<file path="config.mk">
export PLATFORM = sky130hd
export DESIGN_NAME = ppwm_envelope
export DESIGN_NICKNAME = d
export VERILOG_FILES = /design/src/rtl/ppwm_pkg.sv /design/src/rtl/ppwm_slot_counter.sv /design/src/rtl/ppwm_edge_select.sv /design/src/rtl/ppwm_pulse_shaper.sv /design/src/rtl/ppwm_envelope.sv
export SDC_FILE = /design/constraint.sdc
export NUM_CORES = 1
export LEC_CHECK = 0
export BUFFER_PORTS_ARGS = -buffer_cell sky130_fd_sc_hd__buf_2
export CAP_MARGIN = 5
export CORE_MARGIN = 1
export CORE_UTILIZATION = 45
export CTS_CLUSTER_DIAMETER = 120
export DETAILED_ROUTE_END_ITERATION = 8
export PLACE_DENSITY = 0.76
export SYNTH_ARGS = -nofsm -noshare
export SYNTH_HDL_FRONTEND = slang
export SYNTH_HIERARCHICAL = 1
export SYNTH_SLANG_ARGS = --single-unit
</file>
<file path="constraint.sdc">
create_clock -name clk -period 4.6 [get_ports clk]
set_clock_uncertainty 0.15 [all_clocks]
set_input_delay 0.92 -clock clk [delete_from_list [all_inputs] [get_ports clk]]
set_output_delay 0.92 -clock clk [all_outputs]
set_load 0.1 [all_outputs]
</file>
<file path="src/rtl/ppwm_pkg.sv">
package ppwm_pkg;

    // Which half of the period a slot belongs to.
    typedef enum logic {
        HALF_RISE = 1'b0,
        HALF_FALL = 1'b1
    } half_e;

    function automatic int unsigned width_of(input int unsigned n);
        return (n <= 1) ? 1 : $clog2(n);
    endfunction

endpackage

</file>
<file path="src/rtl/ppwm_slot_counter.sv">
module ppwm_slot_counter #(
    parameter int unsigned TAPS = 8,
    parameter int unsigned LAPS = 16,
    localparam int unsigned TAP_W = ppwm_pkg::width_of(TAPS),
    localparam int unsigned LAP_W = ppwm_pkg::width_of(LAPS)
) (
    input  logic             clk,
    input  logic             rst,
    input  logic             start,
    output logic             active,
    output logic [TAP_W-1:0] tap_now,
    output logic [LAP_W-1:0] lap_now
);

    typedef struct packed {
        logic             run;
        logic [TAP_W-1:0] tap;
        logic [LAP_W-1:0] lap;
    } cnt_t;

    cnt_t cnt_d, cnt_q;

    always_comb begin
        tap_now = start ? '0 : cnt_q.tap;
        lap_now = start ? '0 : cnt_q.lap;
        cnt_d   = cnt_q;
        if (rst) begin
            cnt_d = '0;
        end else if (start || cnt_q.run) begin
            cnt_d.run = 1'b1;
            if (tap_now == TAP_W'(TAPS - 1)) begin
                cnt_d.tap = '0;
                cnt_d.lap = (lap_now == LAP_W'(LAPS - 1)) ? '0 : lap_now + LAP_W'(1);
            end else begin
                cnt_d.tap = tap_now + TAP_W'(1);
                cnt_d.lap = lap_now;
            end
        end
    end

    always_ff @(posedge clk) begin
        cnt_q <= cnt_d;
    end

    assign active = start | cnt_q.run;

    // tap index steps by one per edge
    p_tap_step_r2: assert property (@(posedge clk) disable iff (rst)
        (active && tap_now != TAP_W'(TAPS - 1)) |=>
        (start || tap_now == $past(tap_now) + TAP_W'(1)));

    // lap counter steps when the tap index wraps
    p_lap_carry_r2: assert property (@(posedge clk) disable iff (rst)
        (active && tap_now == TAP_W'(TAPS - 1) && lap_now != LAP_W'(LAPS - 1)) |=>
        (start || (tap_now == '0 && lap_now == $past(lap_now) + LAP_W'(1))));

    // last slot wraps to slot 0 and counting goes on
    p_wrap_r7: assert property (@(posedge clk) disable iff (rst)
        (active && tap_now == TAP_W'(TAPS - 1) && lap_now == LAP_W'(LAPS - 1)) |=>
        (start || (active && tap_now == '0 && lap_now == '0)));

    // a strobe restarts the count, so slot 1 follows it
    p_restart_r8: assert property (@(posedge clk) disable iff (rst)
        start |=> (start || (tap_now == TAP_W'(1) && lap_now == '0)));

endmodule

</file>
<file path="src/rtl/ppwm_edge_select.sv">
module ppwm_edge_select #(
    parameter int unsigned SLOTS = 128,
    localparam int unsigned SLOT_W = $clog2(SLOTS),
    localparam int unsigned HALF   = SLOTS / 2,
    localparam int unsigned CODE_W = $clog2(HALF)
) (
    input  logic              clk,
    input  logic              rst,
    input  logic              start,
    input  logic              active,
    input  logic [CODE_W-1:0] code,
    input  logic [SLOT_W-1:0] slot,
    output logic              in_window,
    output logic              first_half
);
    import ppwm_pkg::*;

    typedef struct packed {
        logic [CODE_W-1:0] code;
    } sel_t;

    sel_t              sel_d, sel_q;
    logic [CODE_W-1:0] eff_code;
    logic [CODE_W-1:0] pos;
    half_e             half;

    always_comb begin
        eff_code = start ? code : sel_q.code;
        half     = slot[SLOT_W-1] ? HALF_FALL : HALF_RISE;
        pos      = slot[CODE_W-1:0];
        // The rise slot is HALF-1-N, the mirror of N inside the first half.
        if (half == HALF_RISE) begin
            in_window = active && (pos >= ~eff_code);
        end else begin
            in_window = active && (pos <= eff_code);
        end
        first_half = (half == HALF_RISE);

        sel_d = sel_q;
        if (rst) begin
            sel_d = '0;
        end else if (start) begin
            sel_d.code = code;
        end
    end

    always_ff @(posedge clk) begin
        sel_q <= sel_d;
    end

    // the held code moves only on a strobe edge
    p_code_frozen_r3: assert property (@(posedge clk) disable iff (rst)
        !start |=> $stable(sel_q.code));

    // the two center slots are inside every window
    p_center_covered_r6: assert property (@(posedge clk) disable iff (rst)
        (active && (slot == SLOT_W'(HALF - 1) || slot == SLOT_W'(HALF))) |-> in_window);

endmodule

</file>
<file path="src/rtl/ppwm_pulse_shaper.sv">
module ppwm_pulse_shaper (
    input  logic clk,
    input  logic rst,
    input  logic start,
    input  logic active,
    input  logic in_window,
    input  logic first_half,
    output logic pwm
);

    typedef struct packed {
        logic pwm;
    } out_t;

    out_t out_d, out_q;

    always_comb begin
        out_d     = out_q;
        out_d.pwm = rst ? 1'b0 : (active & in_window);
    end

    always_ff @(posedge clk) begin
        out_q <= out_d;
    end

    assign pwm = out_q.pwm;

    // no pulse before counting has begun
    p_idle_low_r1: assert property (@(posedge clk) disable iff (rst)
        !$past(active) |-> !pwm);

    // the rising edge is taken in the first half
    p_rise_first_half_r5: assert property (@(posedge clk) disable iff (rst)
        $rose(pwm) |-> $past(first_half));

    // the falling edge is taken in the second half unless a strobe cut it
    p_fall_second_half_r5: assert property (@(posedge clk) disable iff (rst)
        ($fell(pwm) && !$past(start)) |-> !$past(first_half));

endmodule

</file>
<file path="src/rtl/ppwm_envelope.sv">
module ppwm_envelope #(
    parameter int unsigned TAPS = 8,
    parameter int unsigned LAPS = 16,
    localparam int unsigned SLOTS  = TAPS * LAPS,
    localparam int unsigned SLOT_W = $clog2(SLOTS),
    localparam int unsigned CODE_W = $clog2(SLOTS / 2),
    localparam int unsigned TAP_W  = ppwm_pkg::width_of(TAPS),
    localparam int unsigned LAP_W  = ppwm_pkg::width_of(LAPS)
) (
    input  logic              clk,
    input  logic              rst,
    input  logic              period_start,
    input  logic [CODE_W-1:0] env_code,
    output logic              pwm_out
);

    logic              active;
    logic [TAP_W-1:0]  tap_now;
    logic [LAP_W-1:0]  lap_now;
    logic [SLOT_W-1:0] slot;
    logic              in_window;
    logic              first_half;

    ppwm_slot_counter #(.TAPS(TAPS), .LAPS(LAPS)) u_count (
        .clk     (clk),
        .rst     (rst),
        .start   (period_start),
        .active  (active),
        .tap_now (tap_now),
        .lap_now (lap_now)
    );

    // Slot number: laps of the cyclic line above, tap position below.
    assign slot = SLOT_W'(lap_now) * SLOT_W'(TAPS) + SLOT_W'(tap_now);

    ppwm_edge_select #(.SLOTS(SLOTS)) u_sel (
        .clk        (clk),
        .rst        (rst),
        .start      (period_start),
        .active     (active),
        .code       (env_code),
        .slot       (slot),
        .in_window  (in_window),
        .first_half (first_half)
    );

    ppwm_pulse_shaper u_shape (
        .clk        (clk),
        .rst        (rst),
        .start      (period_start),
        .active     (active),
        .in_window  (in_window),
        .first_half (first_half),
        .pwm        (pwm_out)
    );

endmodule

</file>
==> results.md, run 1 <==
* Status: complete, no violations
* Synthesized net count at 132
* Worst path required time at 4670 ps
* Synth Area per Inst at 9.13 µm²
* # H-tree levels at 1
* Critical path peak fanout at 17
* Routability cong. at approximately 0.76
* CTS root buf: clkbuf_4
* Max Fclk at 341 MHz
* Area Growth Syn to Fin at 8.76%
* MaxCap Viol Count at 0
* Vias in the first global route at a little over 700
* Cells after Synth at around 110
* Routed length per instance at 11.8 µm
* CP Data Arrival Time at roughly 3000 ps
* Maximum root-to-sink buffer count at 2
* Row cnt at 16
* N_diodes at 0
* CP Class: primary input to flop
* Power density over the cells at 233 nW/µm²
* DR iter-0 viols at 5
* Die ar. at around 2400 µm²
* Resized cells post-CTS at 0
* DR DRC count at 0
* Final setup vio count at 0
* Final WS setup at 1670 ps
* Chip Width at between 40 and 50 µm
* Pin count of the biggest net entering global routing at 18
* Crit path launch type: primary input
* First-pass DRT Iterations at 4
* TritonCTS clock tree: yes
* Hold_buf cts at 0
* CTS Buf Count at 3
* R2r setup slk at 2440 ps
* Max VDD drop at 0.112 mV
* Worst slack, placed at 1380 ps
* Overall die height at 48.8 µm
* Synth warn at 6
* CTS sink count at 15
* Ports at 10
* Antenna viol nets, final at 0
* Core box area at 2000 µm²
* RSZ-0062 raised after global routing: false
* GRT Total Usage at 16.5%
* Worst-Skew Late Latency at 270 ps
* Clock slew at reported path FFs at 90 ps
* Routed wire length at 1.71 mm
* Nets@finish at between 100 and 150
* Final worst path period need at 2930 ps
* DP Wirelength at ~1.3 mm
* GRT Residual Overflow at 0
* Layout cells sized above 1 at 21.2%
* Post-CTS setup buffers at 0
* Initial Utilization at just under 50%
* Worst Tran Pin Value at 481 ps
* Slew margin rel. at 68.1%
* Initial antenna violation count at 0
* Vias at 742
* HP Class: flop to flop
* Routed vias/inst at 5.12
* Port bufs at 9
* Leakage at 0.537 nW
* First-pass GRT wire length at 3.16 mm
* Slew Limit Fails at 0
* Critical path capture point type: flop
* Synth Cell Area at 986 µm²
* Setup_tns at 0 ps
* Period Utilization, post-route at 63.7%
* Final Hold Viols at 0
worst max-delay path: stages:
cell,delay [ps]
buf_2,350
and2b_2,310
ha_1,360
nand4_1,140
or3b_1,370
o311a_1,140
a311oi_2,230
and3b_1,180
state kept, by name, summed over array words and instances, names as in the netlist:
name	count
u_shape/pwm	1
u_sel/sel_q	6
u_count/cnt_q	8
area by class of cell:
| cell class | instances | area [µm²] |
|---|---|---|
| fillers | 181 | 930 |
| multi-input cells | 77 | 616 |
| flip-flops and latches | 15 | 300 |
| inverters | 13 | 51.3 |
| repair buffers | 9 | 45.0 |
| well taps | 27 | 33.8 |
| clock buffers | 4 | 26.3 |
power by group:
part	total [mW]	switching, mW	internal, mW
clock	0.0743	0.0408	0.0335
sequential	0.138	0.00279	0.135
combinational	0.0379	0.0225	0.0154
metal layers:
metal	global-route usage (%)	routed length (µm)	up-vias
li1	-	-	387
met1	21.4	839	349
met2	28.9	844	4
met3	0.935	15	2
met4	5.88	13	0
met5	0	0	-
layout by cell type (no fill, tap or decap), types with 2 or more instances in the layout:
master and count:
a21oi_1 7, nor2_1 13, a311oi_2 2, nor2b_2 3, o21ai_0 2, and2b_2 4
xor2_1 3, clkbuf_4 3, buf_2 9, ha_1 15, mux2i_1 6, dfxtp_1 15
inv_1 12, nand2_1 4, nand2b_1 2
per-stage QoR:
step | hold slack, ps | std cells | power (mW) | instance area, µm² | util (%)
after detailed placement | 293 | 141 | 0.178 | 1050 | 52.3
after CTS | 307 | 145 | 0.253 | 1070 | 53.6
after global routing | 344 | 145 | 0.266 | 1070 | 53.6
after floorplan | 278 | 108 | 0.169 | 986 | -
final | 308 | 145 | 0.250 | 1070 | 53.6
after global placement | 293 | 141 | 0.176 | 1050 | 52.3
worst paths after layout:
path | startpoint | to | depth (start not counted)
worst max-delay path | period_start | u_shape/pwm | 8
worst min-delay path | u_count/cnt_q[6] | u_count/cnt_q[6] | 2
worst min register to register | u_count/cnt_q[6] | u_count/cnt_q[6] | 2
worst max register to register | u_count/cnt_q[1] | u_shape/pwm | 7
No activity file was read; power rests on OpenSTA's default activity.
==> run 2: changes to the inputs <==
Settings changed: PLACE_DENSITY 0.76 to 0.78.
Clock period 4.6 ns to 2.6 ns, I/O delays scaled along.
==> results.md, run 2 (synthesis results as in run 1) <==
* Largest stage delay, worst path at around 370 ps
* Overall die height at 48.8 µm
* Leakage at 0.588 nW
* GRT Residual Overflow at 0
* Slew margin rel. at 68.1%
* Crit-path cells: buf_2 > buf_4 > mux2i_1 > ha_1 > nand4_1 > or3b_1 > o311a_1 > a311oi_2 > and3b_1
* CP Data Arrival Time at ~2400 ps
* Pin count of the biggest net entering global routing at 16
* Hold_buf cts at 0
* Final setup vio count at 0
* Buffers & Inverters on Critical Path at 2
* DP Wirelength at 1.46 mm
* Sequential power share at between 50 and 60%
* Final worst path period need at 2310 ps
* Routed length per instance at 12.2 µm
* Port bufs at 9
* Crit path max-delay family: simple AND/OR/NAND/NOR gates
* Antenna viol nets, final at 0
* Pint at 0.332 mW
* Worst-Skew Late Latency at 280 ps
* First-pass GRT wire length at 3.21 mm
* CP max-delay cell: or3b_1
* Clock slew at reported path FFs at 100 ps
* Final Hold Viols at 0
* Core box area at 2000 µm²
* CTS root buf: clkbuf_4
* Sw Ratio at 27.3%
* Slew Limit Fails at 0
* Status: complete, no violations
* DR DRC count at 0
* # H-tree levels at 1
* First-pass DRT Iterations at 4
* Maximum root-to-sink buffer count at 2
* Row cnt at 16
* DR iter-0 viols at 18
* Area Growth Syn to Fin at 17.0%
* Vias in the first global route at between 700 and 800
* Die ar. at 2380 µm²
* Crit path launch type: primary input
* Worst Tran Pin Value at 482 ps
* Vias at a little under 800
* Clk pwr share at 29.5%
* TritonCTS clock tree: yes
* Dpl cell area at 1130 µm²
* Max VDD drop at 0.240 mV
* Final WS setup at 294 ps
* Critical path peak fanout at 6
* N_diodes at 0
* CP Class: primary input to flop
* CTS Buf Count at 3
* Layout fillers at 180
* Worst slack, placed at 7.05 ps
* Largest register FFs at 8
* Initial antenna violation count at 0
* Routed wire length at 1.87 mm
* Nets@finish at 152
* RSZ-0062 raised after global routing: false
* Setup_tns at 0 ps
* Max Fclk at 434 MHz
* GRT Total Usage at ~18%
* MaxCap Viol Count at 0
* Critical path capture point type: flop
* Most frequent cells in the layout: ha_1 (15), dfxtp_1 (15), nor2_1 (13)
* Routability cong. at 0.886
* Period Utilization, post-route at about 89%
* Cell Count, Final, Fillers Out at approximately 150
* Sw power at roughly 0.13 mW
* Resized cells post-CTS at 0
* Chip Width at 48.8 µm
* Layout cells sized above 1 at between 20 and 30%
* CTS sink count at 15
* Tot Pwr at roughly 0.46 mW
* Ports at 10
* Routed vias/inst at 5.10
* Worst path required time at 2690 ps
* Cell area after layout at approximately 1200 µm²
* HP Class: flop to flop
* Comb power frac at between 10% and 20%
* Initial Utilization at between 40% and 50%
* Power density over the cells at 396 nW/µm²
* Largest register by flop count: u_count/cnt_q
* Cells after DPL at 150
* Post-CTS setup buffers at 0
==> run 2: through the flow <==
step / util, % / hold slack, ps
after floorplan: - / 278
after global placement: 56.3 / 287
after detailed placement: 56.3 / 298
after CTS: 57.6 / 313
after global routing: 57.6 / 345
final: 57.6 / 310
==> run 2: path summary, 6_finish.rpt <==
kind                                       start               end  slack, ps  depth (start not counted)
worst max-delay path                period_start       u_shape/pwm        290                          9
worst min-delay path            u_count/cnt_q[5]  u_count/cnt_q[5]        310                          2
worst max register to register  u_count/cnt_q[1]       u_shape/pwm        460                          7
worst min register to register  u_count/cnt_q[5]  u_count/cnt_q[5]        310                          2
==> run 2: layer usage <==
layer  global-route usage [%]  routed length, µm  up-vias
met5                        0                  0        -
met3                     2.18                 52        2
met2                     31.7                973       17
li1                         -                  -      405
met1                     20.3                825      361
met4                     9.80                 22        0
==> run 2: power groups by stage <==
stage                     combinational [mW]  sequential, mW  clock, mW
after global placement                0.0750           0.249          0
after detailed placement              0.0785           0.249          0
after floorplan                       0.0506           0.248          0
after global routing                  0.0882           0.245      0.155
final                                 0.0788           0.243      0.135
after CTS                             0.0791           0.243      0.141
==> run 2: area by class of cell <==
cell class	count	area [µm²]	share of cell area, %
inverters	13	51.3	4.45
clock inverters	1	5.00	0.434
repair buffers	18	125	10.8
well taps	27	33.8	2.93
multi-input cells	77	616	53.4
clock buffers	3	22.5	1.95
flip-flops and latches	15	300	26.0
==> run 2: worst register-to-register path: cells and delay by family, from the launching register on <==
kind	cells	cell delay [ps]
adder cells (fa/ha/maj)	1	370
AND/OR/NAND/NOR	4	880
AO/OA/AOI/OAI	2	370
flip-flops	1	330
==> run 3: changes to the inputs <==
Settings changed: SYNTH_HIERARCHICAL 1 to unset.
==> results.md, run 3 <==
* Slew Limit Fails at 0
* Antenna viol nets, final at 0
* TritonCTS clock tree: yes
* List of most frequent post-synthesis cells: dfxtp_1 (15), ha_1 (14), nor2_1 (13)
* Clock slew at reported path FFs at about 90 ps
* CP Class: primary input to flop
* Multi-input logic area at about 590 µm²
* Overall die height at 47.8 µm
* MaxCap Viol Count at 0
* GRT Residual Overflow at 0
* Final worst path period need at 2200 ps
* First-pass GRT wire length at between 2 and 3 mm
* Crit-path cells: buf_2 > mux2i_1 > ha_1 > a21oi_1 > a21boi_0 > o311a_1 > nor4_2
* Most frequent cell after synthesis: dfxtp_1
* # H-tree levels at 1
* Routability cong. at 0.828
* Vias in the first global route at 731
* Hold_buf cts at 0
* CTS sink count at 15
* Initial Utilization at 48.2%
* HP Class: flop to flop
* Power density over the cells at 428 nW/µm²
* DR iter-0 viols at 7
* Maximum root-to-sink buffer count at 2
* Worst Tran Pin Value at 485 ps
* Critical path peak fanout at 22
* First-pass DRT Iterations at 4
* Cells after DPL at 141
* Post-synth ARST share at 0%
* Number of synthesized flops with an enable pin at 0
* Worst path required time at 2650 ps
* Layout fillers at 203
* Share of the synthesized area in the top cell type at around a third
* Port bufs at 9
* Buffers & Inverters on Critical Path at 1
* Pin count of the biggest net entering global routing at 23
* CP Data Arrival Time at 2260 ps
* Most frequent cells in the layout: dfxtp_1 (15), ha_1 (14), nor2_1 (13)
* Hold path startpoint: u_count.cnt_q[6]
* Finished Core Util at between 50 and 60%
* Synth warn at 0
* Slew margin rel. at 67.9%
* Endpoint, Worst Hold: u_count.cnt_q[6]
* Synth Area per Inst at just under 9 µm²
* Yosys reg bits at 15
* N_diodes at 0
* Synth Cell Area at about 940 µm²
* Synth top area cells: dfxtp_1 (32%), ha_1 (19%), mux2i_1 (6.4%)
* Yosys top cell by area: dfxtp_1
* Largest register by flop count: u_count.cnt_q
* Area Growth Syn to Fin at 9.40%
* Seq. cell area at 300 µm²
* DP Wirelength at 1.32 mm
* Period Utilization, post-route at a little over four fifths
* Worst r2r src: u_count.cnt_q[1]
* Ports at 10
* Seq/Total Area, Yosys at 31.8%
* Chip Width at 47.8 µm
* Resized cells post-CTS at 0
* Final setup vio count at 0
* Row cnt at 16
* Crit path max-delay family: compound AO/OA/AOI/OAI gates
* CTS Buf Count at 3
* CP max-delay cell: buf_2
* Crit path launch type: primary input
* Most common cell after layout, fill and taps aside: dfxtp_1
* Nets@finish at 142
* R2r endpoint: u_shape.pwm
* Critical path capture point type: flop
* RSZ-0062 raised after global routing: false
* R2r setup slk at 700 ps
* Max VDD drop at 0.258 mV
* Vias at between 700 and 800
* Setup_tns at 0 ps
* Largest register FFs at 8
* DR DRC count at 0
* Final Hold Viols at 0
* Yosys cell types at 32
* Post-CTS setup buffers at 0
* Top FF cell, synth: dfxtp_1
* R2R depth at 6
* Hold Path Stages at 2
* Layout cells sized above 1 at 15.3%
* Worst-Skew Late Latency at 280 ps
* CTS root buf: clkbuf_4
* Leakage at between 0.5 and 0.6 nW
* Initial antenna violation count at 0
* Routed wire length at 1.74 mm
* Cells after Synth at 108
* Die ar. at 2290 µm²
* Cell Count, Final, Fillers Out at around 150
* GRT Total Usage at 18.4%
* Synthesized net count at 131
* Status: complete, no violations
* Routed length per instance at between 10 and 15 µm
* Routed vias/inst at 5.31
* Max Fclk at 454 MHz
* Hold WS at roughly 300 ps
* Largest stage delay, worst path at 370 ps
* Core box area at 1960 µm²
run 3: kinds of logic after synthesis:
group | share of synthesized area [%]
AO/OA/AOI/OAI | 13.6
XOR/XNOR | 0.927
adder cells (fa/ha/maj) | 18.5
buffers and inverters | 6.09
flip-flops | 31.8
multiplexers | 6.36
AND/OR/NAND/NOR | 22.7
run 3: through the flow:
stage | setup WS (ps) | instance area [µm²] | total power, mW
detailed placement | 99.1 | 1010 | 0.312
global placement | 184 | 1010 | 0.309
finish | 399 | 1030 | 0.442
floorplan | 421 | 945 | 0.296
global route | 250 | 1030 | 0.465
CTS | 402 | 1030 | 0.448
run 3: metal layers:
layer	up-vias	global-route usage (%)	part of all wire [%]
met5	-	0	0
li1	396	-	-
met3	7	2.64	2.6
met1	347	20.7	47
met2	20	32.2	47
met4	0	11.7	3.4
run 3: how the worst max path moves through the flow:
| stage | startpoint | to | slack, ps | cells past startpoint |
|---|---|---|---|---|
| 3_5_place_dp | period_start | u_shape.pwm | 100 | 7 |
| 4_1_cts | period_start | u_shape.pwm | 400 | 7 |
| 5_1_grt | period_start | u_shape.pwm | 250 | 7 |
| 2_1_floorplan | period_start | u_shape.pwm | 420 | 7 |
| 6_report | period_start | u_shape.pwm | 400 | 7 |
| 3_3_place_gp | period_start | u_shape.pwm | 180 | 7 |
run 3: worst reg2reg max path: cells and delay by family (launching register included):
kind / cells / cell delay [ps]
compound gates: 1 / 140
fa+ha+maj: 1 / 260
flops: 1 / 380
simple gates: 4 / 920
run 3: power by group:
part	total (mW)	internal (mW)	switching, mW
registers	0.243	0.238	0.00550
clock network	0.135	0.0596	0.0757
logic	0.0630	0.0260	0.0370
run 3: cell type report:
type | instances | area share, %
inverter | 9 | 3.27
multi-input combinational | 80 | 56.8
tap | 27 | 3.27
timing repair buffer | 10 | 5.08
clock buffer | 4 | 2.54
sequential | 15 | 29.1
